### config.mk
export PLATFORM = sky130hd
export DESIGN_NAME = can_destuff
export DESIGN_NICKNAME = d
export VERILOG_FILES = /design/src/rtl/can_destuff_pkg.sv /design/src/rtl/can_destuff_ctrl.sv /design/src/rtl/can_destuff_dp.sv /design/src/rtl/can_destuff.sv
export SDC_FILE = /design/constraint.sdc
export NUM_CORES = 1
export LEC_CHECK = 0
export BUFFER_PORTS_ARGS = -buffer_cell sky130_fd_sc_hd__buf_2
export CORE_ASPECT_RATIO = 2
export CORE_MARGIN = 4
export CORE_UTILIZATION = 55
export CTS_BUF_LIST = sky130_fd_sc_hd__clkbuf_4
export DETAILED_ROUTE_END_ITERATION = 16
export PLACE_DENSITY_LB_ADDON = 0.25
export SLEW_MARGIN = 20
export SYNTH_ARGS = -nofsm -noshare
export SYNTH_HDL_FRONTEND = slang
export SYNTH_HIERARCHICAL = 1
export SYNTH_SLANG_ARGS = --single-unit
### constraint.sdc
create_clock -name clk -period 3.2 [get_ports clk]
set_input_delay 0.16 -clock clk [delete_from_list [all_inputs] [get_ports clk]]
set_output_delay 0.16 -clock clk [all_outputs]
set_load 0.02 [all_outputs]
### src/rtl/can_destuff_pkg.sv
package can_destuff_pkg;
  // Strobes passed from control to datapath for the current input cycle
  typedef struct packed {
    logic restart;  // frame start seen this cycle
    logic fwd;      // input bit is a frame bit
    logic stuff;    // input bit is a stuff bit
  } dsStrobe_t;
endpackage

### src/rtl/can_destuff_ctrl.sv
module can_destuff_ctrl
  import can_destuff_pkg::*;
#(
  parameter int RUN_LEN    = 5,
  parameter int IDX_W      = 8,
  parameter int STUFF_TAIL = 16
) (
  input  logic             clk,
  input  logic             rstN,
  input  logic             frameStart,
  input  logic             bitValid,
  input  logic             bitIn,
  input  logic [IDX_W-1:0] nextIdx,
  input  logic [IDX_W-1:0] lastDataIdx,
  output dsStrobe_t        strobe
);
  localparam int CNT_W = $clog2(RUN_LEN + 1);
  localparam logic [CNT_W-1:0] RUN_MAX = CNT_W'(RUN_LEN);

  logic [CNT_W-1:0] runCnt;
  logic             runVal;
  logic [CNT_W-1:0] effCnt;
  logic [IDX_W-1:0] idxNow;
  logic [IDX_W:0]   stuffLimit;
  logic             stuffOn;
  logic             isStuff;

  always_comb begin
    effCnt     = frameStart ? '0 : runCnt;
    idxNow     = frameStart ? '0 : nextIdx;
    stuffLimit = {1'b0, lastDataIdx} + (IDX_W + 1)'(STUFF_TAIL);
    stuffOn    = ({1'b0, idxNow} <= stuffLimit);
    isStuff    = bitValid && stuffOn && (effCnt == RUN_MAX) && (bitIn != runVal);
    strobe.restart = frameStart;
    strobe.fwd     = bitValid && !isStuff;
    strobe.stuff   = isStuff;
  end

  // Raw run tracker: stuff bits count as history too
  always_ff @(posedge clk) begin
    if (!rstN) begin
      runCnt <= '0;
      runVal <= 1'b0;
    end else if (bitValid) begin
      if ((effCnt != '0) && (bitIn == runVal)) begin
        runCnt <= (effCnt == RUN_MAX) ? effCnt : effCnt + 1'b1;
      end else begin
        runCnt <= CNT_W'(1);
        runVal <= bitIn;
      end
    end else if (frameStart) begin
      runCnt <= '0;
    end
  end

  p_run_cap_r2: assert property (@(posedge clk) disable iff (!rstN)
    runCnt <= RUN_MAX);

  p_stuff_spaced_r4: assert property (@(posedge clk) disable iff (!rstN)
    strobe.stuff |=> !strobe.stuff);

  p_sof_clean_r6: assert property (@(posedge clk) disable iff (!rstN)
    frameStart |-> !strobe.stuff);
endmodule

### src/rtl/can_destuff_dp.sv
module can_destuff_dp
  import can_destuff_pkg::*;
#(
  parameter int IDX_W = 8
) (
  input  logic             clk,
  input  logic             rstN,
  input  dsStrobe_t        strobe,
  input  logic             bitIn,
  output logic [IDX_W-1:0] nextIdx,
  output logic             outValid,
  output logic             outBit,
  output logic             outStuff,
  output logic [IDX_W-1:0] outIdx
);
  localparam logic [IDX_W-1:0] IDX_MAX = '1;

  logic [IDX_W-1:0] idxNow;

  always_comb idxNow = strobe.restart ? '0 : nextIdx;

  always_ff @(posedge clk) begin
    if (!rstN) begin
      nextIdx  <= '0;
      outValid <= 1'b0;
      outBit   <= 1'b0;
      outStuff <= 1'b0;
      outIdx   <= '0;
    end else begin
      outValid <= strobe.fwd;
      outStuff <= strobe.stuff;
      if (strobe.fwd) begin
        outBit  <= bitIn;
        outIdx  <= idxNow;
        nextIdx <= (idxNow == IDX_MAX) ? idxNow : idxNow + 1'b1;
      end else if (strobe.restart) begin
        nextIdx <= '0;
      end
    end
  end

  p_excl_r8: assert property (@(posedge clk) disable iff (!rstN)
    !(outValid && outStuff));

  p_idx_hold_r5: assert property (@(posedge clk) disable iff (!rstN)
    outStuff |-> $stable(outIdx));
endmodule

### src/rtl/can_destuff.sv
module can_destuff
  import can_destuff_pkg::*;
#(
  parameter int RUN_LEN    = 5,
  parameter int IDX_W      = 8,
  parameter int STUFF_TAIL = 16
) (
  input  logic             clk,
  input  logic             rstN,
  input  logic             frameStart,
  input  logic             bitValid,
  input  logic             bitIn,
  input  logic [IDX_W-1:0] lastDataIdx,
  output logic             frameBitValid,
  output logic             frameBit,
  output logic             stuffFlag,
  output logic [IDX_W-1:0] frameIdx
);
  dsStrobe_t        strobe;
  logic [IDX_W-1:0] nextIdx;

  can_destuff_ctrl #(
    .RUN_LEN(RUN_LEN), .IDX_W(IDX_W), .STUFF_TAIL(STUFF_TAIL)
  ) u_ctrl (
    .clk(clk), .rstN(rstN), .frameStart(frameStart), .bitValid(bitValid),
    .bitIn(bitIn), .nextIdx(nextIdx), .lastDataIdx(lastDataIdx),
    .strobe(strobe)
  );

  can_destuff_dp #(.IDX_W(IDX_W)) u_dp (
    .clk(clk), .rstN(rstN), .strobe(strobe), .bitIn(bitIn),
    .nextIdx(nextIdx), .outValid(frameBitValid), .outBit(frameBit),
    .outStuff(stuffFlag), .outIdx(frameIdx)
  );

  p_out_follows_in_r9: assert property (@(posedge clk) disable iff (!rstN)
    (frameBitValid || stuffFlag) |-> $past(bitValid));
endmodule

## After elaboration in Yosys (flattened, before gate mapping)

Cells that the tools add are included.

- Reductions and logical operators: 8
- Muxes and demuxes: 7
- $mul: 0
- Add/sub/neg operators: 3
- Bitwise operators: 1
- Eq/ne operators: 4
- Order comparisons: 1
- Shift operators: 0
- Div/mod/pow operators: 0

Operators by type and width:

| kind | count |
|---|---|
| 2-to-1 mux 8 bit | 3 |
| 2-to-1 mux 3 bit | 4 |
| adder 8 x 5 -> 9 bit, second input constant | 1 |
| <= comparator 8 x 9 -> 1 bit | 1 |
| adder 8 x 1 -> 8 bit, second input constant | 1 |
| == test 8 bit, second input constant | 1 |
| logical AND 1 bit | 5 |
| adder 3 x 1 -> 3 bit, second input constant | 1 |
| == test 3 bit, second input constant | 1 |
| nonzero test 3 bit | 1 |
| AND reduction 2 bit | 1 |
| == test 1 bit | 1 |
| logical NOT 1 bit | 1 |
| != test 1 bit | 1 |
| inverter 1 bit | 1 |

- Output and inout port bits: 11
- Bits in latches: 0
- Register bits: 23
- Input port bits: 13
- Memory bits (writable): 0
- Memories: 0
- Logic and storage cells: 31
- Bits in read-only memories: 0

## Depth between registers and ports, before layout

- Depth after elaboration: 8
- Gate-level depth with buffers: 12
- Depth with buffers taken out: 10

## Hierarchy

The synthesis kept the hierarchy.

By module, submodules not included:

| module | cells each | times used | seq. area each (µm²) | area an instance (µm²) |
|---|---|---|---|---|
| can_destuff_dp | 87 | 1 | 380.4 | 852.1 |
| can_destuff_ctrl | 74 | 1 | 80.1 | 581.8 |

## Worst setup path before layout

OpenSTA, ideal clock, no wires.

- Path kind: input-to-reg
- Start: in frameStart
- End: reg u_dp.nextIdx[6]
- Setup slack: 0.812 ns
- Setup time: 0.116 ns
- Required time: 3.084 ns
- Arrival: 2.272 ns
- Stages: 10
- Path buffers: 1
- Path through: clkbuf_1 > nor2b_1 > ha_1 > a21o_2 > a21oi_1 > a2111oi_2 > o41a_1 > and4b_1 > and3_4 > o211a_1

RTL lines:

| item | RTL line | text |
|---|---|---|
| start, declared | can_destuff.sv:10 | `input logic frameStart,` |
| end signal, assigned | can_destuff_dp.sv:35 | `nextIdx <= (idxNow == IDX_MAX) ? idxNow : idxNow + 1'b1;` |
| end, declared | can_destuff_dp.sv:10 | `output logic [IDX_W-1:0] nextIdx,` |

==> results by group <==
Run status
  • Status: complete, no violations

Yosys
  • Register area share after synthesis: 32.11%
  • Top FF cell, synth: dfxtp_1
  • Post-synth EDFFs: 0
  • Yosys Warn Count: 6
  • Number of synthesized register bits: 23
  • Fraction of registers with async set/reset: 0%
  • Synth Instances: 161
  • Post-synthesis area per instance: 8.906 sq um
  • Mapped Nets: 186
  • Post-synth cell types: 47
  • Mapped Area: 1434 sq um

Critical path
  • Crit-path max FO: 20
  • CP startpoint kind: flop
  • WP data arrival: 2870 ps
  • Kind of critical path: flop to flop
  • Endpoint class of the critical path: flop
  • CP required: 3440 ps

Global route
  • Global-route wire length before repair: 4836 um
  • Vias in the first global route: 1,180
  • Largest net degree at the start of global routing: 24
  • Gr usage total: 17.57%
  • GRT overflow: 0
  • Initial antenna violation count: 0

STA
  • Final Max Tran Viols: 0
  • Setup_tns: 0 ps
  • Slew @ Worst Pin: 381.6 ps
  • Final Skew: 4.747 ps
  • Worst rel slew slack: 74.51%
  • Max Clk Rate: 379.8 MHz
  • Final worst path period need: 2633 ps
  • Fin. Hold Viols: 0
  • Unrepaired setup endpoints after global routing: false
  • Final setup fails: 0
  • Final period utilization: 82.29%

Detailed routing
  • First-pass DRT Iterations: 4
  • Post-Route WL: 2948 um
  • DRC Markers: 0
  • Initial DRC Count: 49
  • Final ANT Viol Nets: 0
  • Vias: 1,214
  • Vias per Instance: 5.837
  • WL/cell: 14.17 um

Clock tree
  • CTS tree: done
  • Clock transition at path regs: 120 ps
  • Worst-Skew Late Latency: 310 ps
  • CTS resizes: 0
  • CTS buffer count: 3
  • Post-CTS setup buffers: 0
  • Clock sinks: 23
  • H-tree lvl count: 1
  • CTS max path bufs: 2
  • Clock root cell: clkbuf_4
  • Hold buffer count at cts: 0

Run
  • Max cap viols: 0

Cells and area
  • Final non-filler cell total: 208
  • Nets: 206
  • Post-route cell area: 1562 sq um
  • Diode count: 0
  • Share of post-route cells with drive strength above 1: 19.44%
  • Area grow syn2layout: 8.901%

Power
  • Worst IR Drop VDD: 258.1 uV
  • Design Power: 494.9 uW
  • Leakage: 0.0007284 uW
  • PwrDens: 316.9 nW/um^2

Floorplan
  • Die Area: 3538 sq um
  • Initial core utilization: 56.51%
  • I/O pins: 24
  • Placement row count: 26
  • Die W: 44.11 um
  • Die height: 80.21 um
  • Core area: 2537 sq um

Placed design
  • Cell Area, Placed: 1534 sq um
  • RD Place Congestion: 0.8489
  • Post-DP HPWL: 2250 um
  • Inst Count DP: 204
  • IO Port Bufs: 23

Hold path
  • Min-delay worst type: input pin to flop
-- cells by family after synthesis --
| group | count (synthesis) | synth area share [%] |
|---|---|---|
| simple gates | 73 | 31.85 |
| compound gates | 28 | 14.22 |
| flops | 23 | 32.11 |
| buf+inv | 17 | 6.108 |
| fa+ha+maj | 12 | 10.47 |
| xor+xnor | 4 | 2.444 |
| mux | 4 | 2.792 |
-- metal layers --
metal	up-vias	global-route usage, %	routed length, um
met2	40	32.31	1589
met5	-	0	0
met1	569	19.26	1201
met3	2	1.794	146
met4	0	7.553	12
li1	603	-	-
-- metrics by stage --
stage	hold WS [ps]	util [%]	setup WS [ps]
after CTS	152.1	61.54	581.6
final	158.0	61.54	566.8
after global placement	467.0	60.45	604.4
after floorplan	277.5	-	811.9
after global routing	180.8	61.54	400.0
after detailed placement	471.3	60.45	523.4
-- cell usage after synthesis, types with 2 or more instances --
cell | instances | area [sq um]
clkbuf_1 | 3 | 11.26
nor2_1 | 6 | 22.52
nor3_1 | 5 | 25.02
a21boi_0 | 2 | 15.01
buf_4 | 4 | 30.03
nand3_1 | 4 | 20.02
xor2_1 | 2 | 17.52
mux2i_1 | 4 | 40.04
inv_1 | 8 | 30.03
o21ai_0 | 2 | 10.01
nand2b_1 | 7 | 43.79
and3_1 | 4 | 25.02
a21oi_1 | 9 | 45.04
dfxtp_1 | 23 | 460.4
and2_1 | 3 | 18.77
a31oi_1 | 2 | 12.51
nand2_1 | 6 | 22.52
nand3b_1 | 3 | 22.52
a211oi_1 | 3 | 22.52
ha_1 | 12 | 150.1
xnor2_1 | 2 | 17.52
nor2b_1 | 22 | 137.6
-- sequential cells by signal (all words and copies together), names as in the netlist --
signal         cells
u_ctrl/runCnt      3
u_ctrl/runVal      1
u_dp/outValid      1
u_dp/outStuff      1
u_dp/outIdx        8
u_dp/nextIdx       8
u_dp/outBit        1
-- path summary, 6_finish.rpt --
| kind | start | to | slack [ps] | depth (start not counted) |
|---|---|---|---|---|
| worst max register to register | u_dp/nextIdx[3] | u_dp/nextIdx[3] | 570 | 10 |
| worst max-delay path | u_dp/nextIdx[3] | u_dp/nextIdx[3] | 570 | 10 |
| worst min register to register | u_dp/outIdx[1] | u_dp/outIdx[1] | 490 | 2 |
| worst min-delay path | bitIn | u_dp/outBit | 160 | 3 |
-- cell usage in the layout (no fill, tap or decap), types with 2 or more instances in the layout --
master	count
inv_1	8
buf_2	23
nand3b_1	3
nand2_1	6
xor2_1	2
nor2_1	6
xnor2_1	2
a211oi_1	3
and2_1	3
mux2i_1	4
clkbuf_4	3
a21oi_1	9
nor3_1	5
o21ai_0	2
a21boi_0	2
a31oi_1	2
nor2b_1	22
and3_1	4
nand2b_1	7
nand3_1	4
dfxtp_1	23
ha_1	12
-- report_power, final --
| group | total [uW] | switching, uW | internal [uW] |
|---|---|---|---|
| registers | 295 | 3.72 | 292 |
| clock network | 134 | 87.4 | 46.7 |
| logic | 65.5 | 37.5 | 28.0 |
-- final cells by class --
type	instances	area (sq um)
repair buffers	24	122.6
multi-input cells	121	885.9
well taps	28	35.03
clock inverters	1	5.005
fillers	239	975.9
flip-flops and latches	23	460.4
inverters	8	30.03
clock buffers	3	22.52
-- worst max-delay path, stage by stage, from the launching register on --
cell	delay, ps
dfxtp_1	410
nor2b_1	170
ha_1	260
a21o_2	220
a21oi_1	190
a2111oi_2	110
o41a_1	440
buf_4	210
and4_2	220
and3b_1	160
nor3_1	170
Note: power is estimated with default switching activity, not from simulation.
